===== src/rtl/gcr_pkg.sv =====
package gcr_pkg;

  localparam int PAW = 7;

  typedef enum logic [1:0] {
    KIND_RSVD   = 2'd0,
    KIND_REPL   = 2'd1,
    KIND_SHARED = 2'd2,
    KIND_TLO    = 2'd3
  } gcr_kind_e;

  localparam logic [5:0] MAJOR_OP = 6'b000000;
  localparam logic [4:0] MINOR_OP = 5'b11011;
  localparam logic [5:0] TRAIL_OP = 6'b110100;

  typedef struct packed {
    logic [5:0] major;
    logic [4:0] rt;
    logic [4:0] rs;
    logic [1:0] zpad;
    logic [2:0] sel;
    logic [4:0] minor;
    logic [5:0] trail;
  } hiw_word_t;

  // Mask applied to the 30 shifted source bits, from the address width.
  function automatic logic [29:0] pa_mask(input logic [PAW-1:0] pa_w);
    logic [PAW-1:0] extra;
    if (pa_w <= PAW'(36)) return '0;
    extra = pa_w - PAW'(36);
    if (extra >= PAW'(30)) return '1;
    return (30'd1 << extra) - 30'd1;
  endfunction

  function automatic logic [63:0] tlo_merge(input logic [63:0] old_v,
                                            input logic [31:0] src,
                                            input logic        lpa_on,
                                            input logic [29:0] mask);
    logic [63:0] r;
    r = old_v;
    if (lpa_on) begin
      r[31:30] = src[1:0];
      r[61:32] = src[31:2] & mask;
    end else begin
      r[61:32] = '0;
    end
    return r;
  endfunction

  function automatic logic [63:0] shared_merge(input logic [63:0] old_v,
                                               input logic [31:0] src,
                                               input logic [31:0] vis);
    logic [63:0] r;
    r = old_v;
    r[63:32] = (old_v[63:32] & ~vis) | (src & vis);
    return r;
  endfunction

  function automatic logic [63:0] repl_merge(input logic [63:0] old_v,
                                             input logic [31:0] src);
    logic [63:0] r;
    r = old_v;
    r[63:32] = src;
    return r;
  endfunction

endpackage


===== src/rtl/gcr_decode.sv =====
module gcr_decode
  import gcr_pkg::*;
(
  input  logic        instr_valid,
  input  logic [31:0] instr,
  input  logic        cp_access_en,
  output logic [4:0]  rs,
  output logic [2:0]  sel,
  output logic        wr_fire,
  output logic        cu_fire,
  output logic        ri_fire
);
  hiw_word_t w;
  logic      legal;
  logic      unused_rt;

  assign w         = hiw_word_t'(instr);
  assign rs        = w.rs;
  assign sel       = w.sel;
  assign unused_rt = ^w.rt;

  assign legal = (w.major == MAJOR_OP) && (w.zpad == 2'b00) &&
                 (w.minor == MINOR_OP) && (w.trail == TRAIL_OP);

  // Malformed words win over the access check.
  assign ri_fire = instr_valid && !legal;
  assign cu_fire = instr_valid && legal && !cp_access_en;
  assign wr_fire = instr_valid && legal && cp_access_en;
endmodule


===== src/rtl/gcr_target_match.sv =====
module gcr_target_match #(
  parameter int                  NREG       = 5,
  parameter logic [NREG*8-1:0]   ENTRY_ADDR = '0
) (
  input  logic [4:0]      rs,
  input  logic [2:0]      sel,
  input  logic            wr_fire,
  output logic [NREG-1:0] hit_vec
);
  logic [7:0] key;
  assign key = {rs, sel};

  for (genvar i = 0; i < NREG; i++) begin : g_cmp
    assign hit_vec[i] = wr_fire && (key == ENTRY_ADDR[8*i +: 8]);
  end
endmodule


===== src/rtl/gcr_entry.sv =====
module gcr_entry
  import gcr_pkg::*;
#(
  parameter gcr_kind_e   KIND = KIND_REPL,
  parameter logic [31:0] VIS  = 32'hFFFF_FFFF
) (
  input  logic        clk,
  input  logic        rst_n,
  input  logic        wr_en,
  input  logic [31:0] src,
  input  logic        lpa_on,
  input  logic [29:0] mask,
  output logic [63:0] q
);
  logic [63:0] nxt;

  if (KIND == KIND_RSVD) begin : g_rsvd
    logic unused_in;
    assign unused_in = ^{wr_en, src, lpa_on, mask};
    assign nxt = '0;
  end else if (KIND == KIND_TLO) begin : g_tlo
    assign nxt = tlo_merge(q, src, lpa_on, mask);
  end else if (KIND == KIND_SHARED) begin : g_shared
    logic unused_in;
    assign unused_in = ^{lpa_on, mask};
    assign nxt = shared_merge(q, src, VIS);
  end else begin : g_repl
    logic unused_in;
    assign unused_in = ^{lpa_on, mask};
    assign nxt = repl_merge(q, src);
  end

  always_ff @(posedge clk) begin
    if (!rst_n) q <= '0;
    else if (wr_en && (KIND != KIND_RSVD)) q <= nxt;
  end
endmodule


===== src/rtl/gcr_hiwrite.sv =====
module gcr_hiwrite
  import gcr_pkg::*;
#(
  parameter int                 NREG        = 5,
  parameter logic [NREG*8-1:0]  ENTRY_ADDR  = {8'h4A, 8'h99, 8'h88, 8'h18, 8'h10},
  parameter logic [NREG*2-1:0]  ENTRY_KIND  = {2'd0, 2'd2, 2'd1, 2'd3, 2'd3},
  parameter logic [NREG*32-1:0] SHARED_MASK = {32'h0, 32'h00FF_0F0F, 32'hFFFF_FFFF, 32'h0, 32'h0}
) (
  input  logic                 clk,
  input  logic                 rst_n,
  input  logic                 instr_valid,
  input  logic [31:0]          instr,
  input  logic [31:0]          src_data,
  input  logic                 cp_access_en,
  input  logic                 lpa_supported,
  input  logic                 lpa_enabled,
  input  logic [PAW-1:0]       pa_width,
  output logic [NREG*64-1:0]   regs_flat,
  output logic                 cu_exc,
  output logic                 ri_exc
);
  logic [4:0]      dec_rs;
  logic [2:0]      dec_sel;
  logic            wr_fire;
  logic            cu_fire;
  logic            ri_fire;
  logic [NREG-1:0] hit_vec;
  logic            lpa_on;
  logic [29:0]     lpa_mask_v;

  assign lpa_on     = lpa_supported && lpa_enabled;
  assign lpa_mask_v = pa_mask(pa_width);

  gcr_decode u_dec (
    .instr_valid  (instr_valid),
    .instr        (instr),
    .cp_access_en (cp_access_en),
    .rs           (dec_rs),
    .sel          (dec_sel),
    .wr_fire      (wr_fire),
    .cu_fire      (cu_fire),
    .ri_fire      (ri_fire)
  );

  gcr_target_match #(.NREG(NREG), .ENTRY_ADDR(ENTRY_ADDR)) u_match (
    .rs      (dec_rs),
    .sel     (dec_sel),
    .wr_fire (wr_fire),
    .hit_vec (hit_vec)
  );

  for (genvar i = 0; i < NREG; i++) begin : g_ent
    gcr_entry #(
      .KIND (gcr_kind_e'(ENTRY_KIND[2*i +: 2])),
      .VIS  (SHARED_MASK[32*i +: 32])
    ) u_ent (
      .clk    (clk),
      .rst_n  (rst_n),
      .wr_en  (hit_vec[i]),
      .src    (src_data),
      .lpa_on (lpa_on),
      .mask   (lpa_mask_v),
      .q      (regs_flat[64*i +: 64])
    );
  end

  always_ff @(posedge clk) begin
    if (!rst_n) begin
      cu_exc <= 1'b0;
      ri_exc <= 1'b0;
    end else begin
      cu_exc <= cu_fire;
      ri_exc <= ri_fire;
    end
  end
endmodule


===== config.mk =====
export PLATFORM = sky130hd
export DESIGN_NAME = gcr_hiwrite
export DESIGN_NICKNAME = d
export VERILOG_FILES = /design/src/rtl/gcr_pkg.sv /design/src/rtl/gcr_decode.sv /design/src/rtl/gcr_target_match.sv /design/src/rtl/gcr_entry.sv /design/src/rtl/gcr_hiwrite.sv
export SDC_FILE = /design/constraint.sdc
export NUM_CORES = 1
export LEC_CHECK = 0
export BUFFER_PORTS_ARGS = -buffer_cell sky130_fd_sc_hd__buf_4
export CAP_MARGIN = 20
export CORE_AREA = 2 2 156 158
export DETAILED_ROUTE_END_ITERATION = 8
export DIE_AREA = 0 0 158 160
export PLACE_DENSITY_LB_ADDON = 0.1
export SKIP_LAST_GASP = 1
export SLEW_MARGIN = 20
export SYNTH_ARGS = -nofsm -noshare
export SYNTH_HDL_FRONTEND = slang
export SYNTH_SLANG_ARGS = --single-unit

===== constraint.sdc =====
create_clock -name clk -period 3.2 [get_ports clk]
set_input_delay 0.32 -clock clk [delete_from_list [all_inputs] [get_ports clk]]
set_output_delay 0.32 -clock clk [all_outputs]
set_load 0.005 [all_outputs]

==> flow_metrics.env <==
export IMPL_status="finished clean"
export IMPL_grt_pass1_vias=5765
export IMPL_timing_final_crit_share_pct=84.7
export IMPL_drt_wl_total_um=24100
export IMPL_maxSlewViolCount=0
export IMPL_drt_pass1_iter_count=5
export IMPL_fin_cells=1438
export IMPL_syn_area_per_cell_um2=7.82
export IMPL_clock_latency_ns=0.41
export IMPL_synth_edf_count=0
export IMPL_cp_slowest_cell="nor3_1"
export IMPL_h_tree_depth=4
export IMPL_path_buf_inv=4
export IMPL_cts_resized=0
export IMPL_grt_max_degree=56
export IMPL_vias=6393
export IMPL_critPathKind="primary input to flip-flop"
export IMPL_grt_pass1_wl_um=35100
export IMPL_fillers=2577
export IMPL_io_buffers=185
export IMPL_cpPeakStageDelay_ns=0.37
export IMPL_wl_per_cell_um=16.8
export IMPL_rsz0062_at_grt="no"
export IMPL_path_clk_slew_ns=0.06
export IMPL_cp_data_arrival_time_ns=3.01
export IMPL_gp_congestion=0.849
export IMPL_dp_cells=1406
export IMPL_cts_buffers=17
export IMPL_required_ns=3.50
export IMPL_drt_iter0_drc=330
export IMPL_grt_overflow=0
export IMPL_clock_path_buffers=2
export IMPL_postRouteAntennaNets=0
export IMPL_worst_setup_path_start_kind="primary input"
export IMPL_worst_slack_ns=0.490
export IMPL_synth_seq_cells=114
export IMPL_p_leak_uw=0.00385
export IMPL_cpLargestDelayFamily="simple AND/OR/NAND/NOR gates"
export IMPL_clock_fmax_mhz=369
export IMPL_end_kind="flip-flop"
export IMPL_setup_tns_ns=0
export IMPL_slew_headroom_pct=35.3
export IMPL_start_util_pct=30.0
export IMPL_pre_cts_slack_ns=0.123
export IMPL_fin_worst_skew_ns=0
export IMPL_die_w_um=158
export IMPL_drive_gt1_share_pct=24.5
export IMPL_yosysSeqAreaShare_pct=31.9
export IMPL_dieArea_um2=25300
export IMPL_cts_setup_buffers=0
export IMPL_ys_types=72
export IMPL_synth_main_ff_cell="dfxtp_1"
export IMPL_cts_hold_buf=0
export IMPL_register_area_um2=2280
export IMPL_async_reset_ff_share_pct=0
export IMPL_multi_input_area_um2=3870
export IMPL_die_h_um=160
export IMPL_synthCells=914
export IMPL_finalNetCount=1181
export IMPL_core_um2=23800
export IMPL_clock_sinks=114
export IMPL_hold_violations=0
export IMPL_vias_per_cell=4.45
export IMPL_setup_viol=0
export IMPL_grt_usage_pct=18.6
export IMPL_synth_area_um2=7150
export IMPL_path_max_fanout=10
export IMPL_tightest_slew_ns=0.967
export IMPL_hpwl_um=18600
export IMPL_period_needed_ns=2.71
export IMPL_power_density_nw_per_um2=431
export IMPL_crit_top_cell="buf_4"
export IMPL_pin_count=399
export IMPL_fp_row_count=57
export IMPL_cap_viol_max_count=0
export IMPL_cp_cell_sequence="buf_4 -> inv_1 -> ha_1 -> nor2b_1 -> or3_1 -> a21oi_2 -> and3_1 -> nand2_1 -> ha_1 -> o211ai_2 -> buf_4 -> a221oi_1 -> nor3_1 -> buf_4 -> o21ai_0"
export IMPL_cts_tree="built"
export IMPL_cts_root_buf="clkbuf_16"
export IMPL_ir_drop_v=0.000299
export IMPL_antenna_found_initial=0
export IMPL_antenna_cells=0
export IMPL_ys_warn_count=0
export IMPL_r2r_setup_slack_ns=2.43
export IMPL_drc=0
export IMPL_areaGrowthSynthToFinish_pct=23.6
export IMPL_hold_path_class="primary input to flip-flop"
==> area by class of cell <==
type,count,area share (%)
Multi-Input combinational cell,744,43.8
Clock buffer,23,5.41
Inverter,7,0.297
Tap cell,324,4.59
Sequential cell,114,25.8
Clock inverter,9,1.46
Timing Repair Buffer,217,18.6
==> final timing paths <==
kind                               end                  from  cells after the start
setup / recovery  g_ent[0].u_ent.q[46]           pa_width[2]                     15
hold / removal                  cu_exc          cp_access_en                      2
setup reg to reg  g_ent[0].u_ent.q[44]  g_ent[0].u_ent.q[44]                      2
hold reg to reg   g_ent[1].u_ent.q[49]  g_ent[1].u_ent.q[49]                      2
==> metal layers <==
layer  part of all wire (%)  vias to the layer above  track usage (%)
met5                      0                        -                0
met1                     42                     2977             23.4
met4                    1.4                        0             5.24
li1                       -                     3085                -
met3                    8.2                       19             4.75
met2                     48                      312             31.2
==> cells in the mapped netlist, types with 3 or more instances <==
cell / number / area share [%]
a31oi_1: 10 / 0.88
inv_1: 7 / 0.37
or2_2: 3 / 0.26
buf_2: 11 / 0.77
a211oi_1: 4 / 0.42
o21ai_0: 42 / 2.9
xor2_1: 4 / 0.49
buf_4: 208 / 22
xnor2_1: 3 / 0.37
nor2b_1: 8 / 0.70
a21boi_0: 60 / 6.3
a211oi_2: 3 / 0.53
nor3_1: 12 / 0.84
mux2i_1: 4 / 0.56
nand3_1: 59 / 4.1
clkbuf_1: 37 / 1.9
o31ai_1: 3 / 0.32
a21boi_1: 5 / 0.53
and3_1: 11 / 0.96
dfxtp_1: 114 / 32
o21ai_1: 9 / 0.63
or3_1: 5 / 0.44
o211ai_1: 3 / 0.32
a21o_1: 3 / 0.32
nor2_1: 31 / 1.6
nand2_1: 159 / 8.3
a211o_1: 3 / 0.37
ha_1: 3 / 0.53
nand4_1: 12 / 1.1
nor4_1: 6 / 0.53
o21a_1: 3 / 0.32
and2_1: 12 / 1.1
a21oi_1: 8 / 0.56
==> registers in the layout, indices dropped and copies added (netlist names) <==
name	flops
cu_exc	1
ri_exc	1
g_ent.u_ent.q	112
==> placed cells by master, fill, tap and decap left out, types with 4 or more instances in the layout <==
| cell | netlist | final |
|---|---|---|
| xor2_1 | 4 | 4 |
| dfxtp_1 | 114 | 114 |
| nand2_1 | 159 | 158 |
| inv_1 | 7 | 7 |
| a21boi_0 | 60 | 60 |
| nor2b_1 | 8 | 8 |
| nand3_1 | 59 | 59 |
| conb_1 | 1 | 208 |
| clkbuf_16 | 0 | 17 |
| buf_4 | 208 | 216 |
| and3_1 | 11 | 11 |
| mux2i_1 | 4 | 4 |
| a31oi_1 | 10 | 10 |
| nor2_1 | 31 | 31 |
| a21boi_1 | 5 | 5 |
| nor4_1 | 6 | 6 |
| nor3_1 | 12 | 12 |
| nand4_1 | 12 | 12 |
| and2_1 | 12 | 12 |
| a21oi_1 | 8 | 7 |
| a211oi_1 | 4 | 4 |
| or3_1 | 5 | 5 |
| o21ai_0 | 42 | 42 |
| o21ai_1 | 9 | 9 |
==> cell families after synthesis <==
| logic type | after synthesis | synth area share, % |
|---|---|---|
| other cells | 1 | 0.0525 |
| flops | 114 | 31.9 |
| buf+inv | 263 | 24.9 |
| mux | 5 | 0.718 |
| fa+ha+maj | 4 | 0.665 |
| xor+xnor | 7 | 0.858 |
| compound gates | 182 | 18.5 |
| simple gates | 338 | 22.4 |
==> where the power goes <==
group / internal, µW / switching, µW / total, µW
Sequential: 1420 / 0.162 / 1420
Clock: 1280 / 684 / 1970
Combinational: 146 / 270 / 416
==> through the flow <==
step                hold WS (ns)  area [µm²]  power, µW  util (%)
detailed placement         0.445        8230       1870      34.5
CTS                       0.0976        8830       3850      37.1
global route              0.0990        8830       3960      37.1
global placement           0.440        8230       1870      34.5
floorplan                  0.397        7950       1860         -
finish                     0.105        8830       3800      37.1
Note: power is estimated with default switching activity, not from simulation.
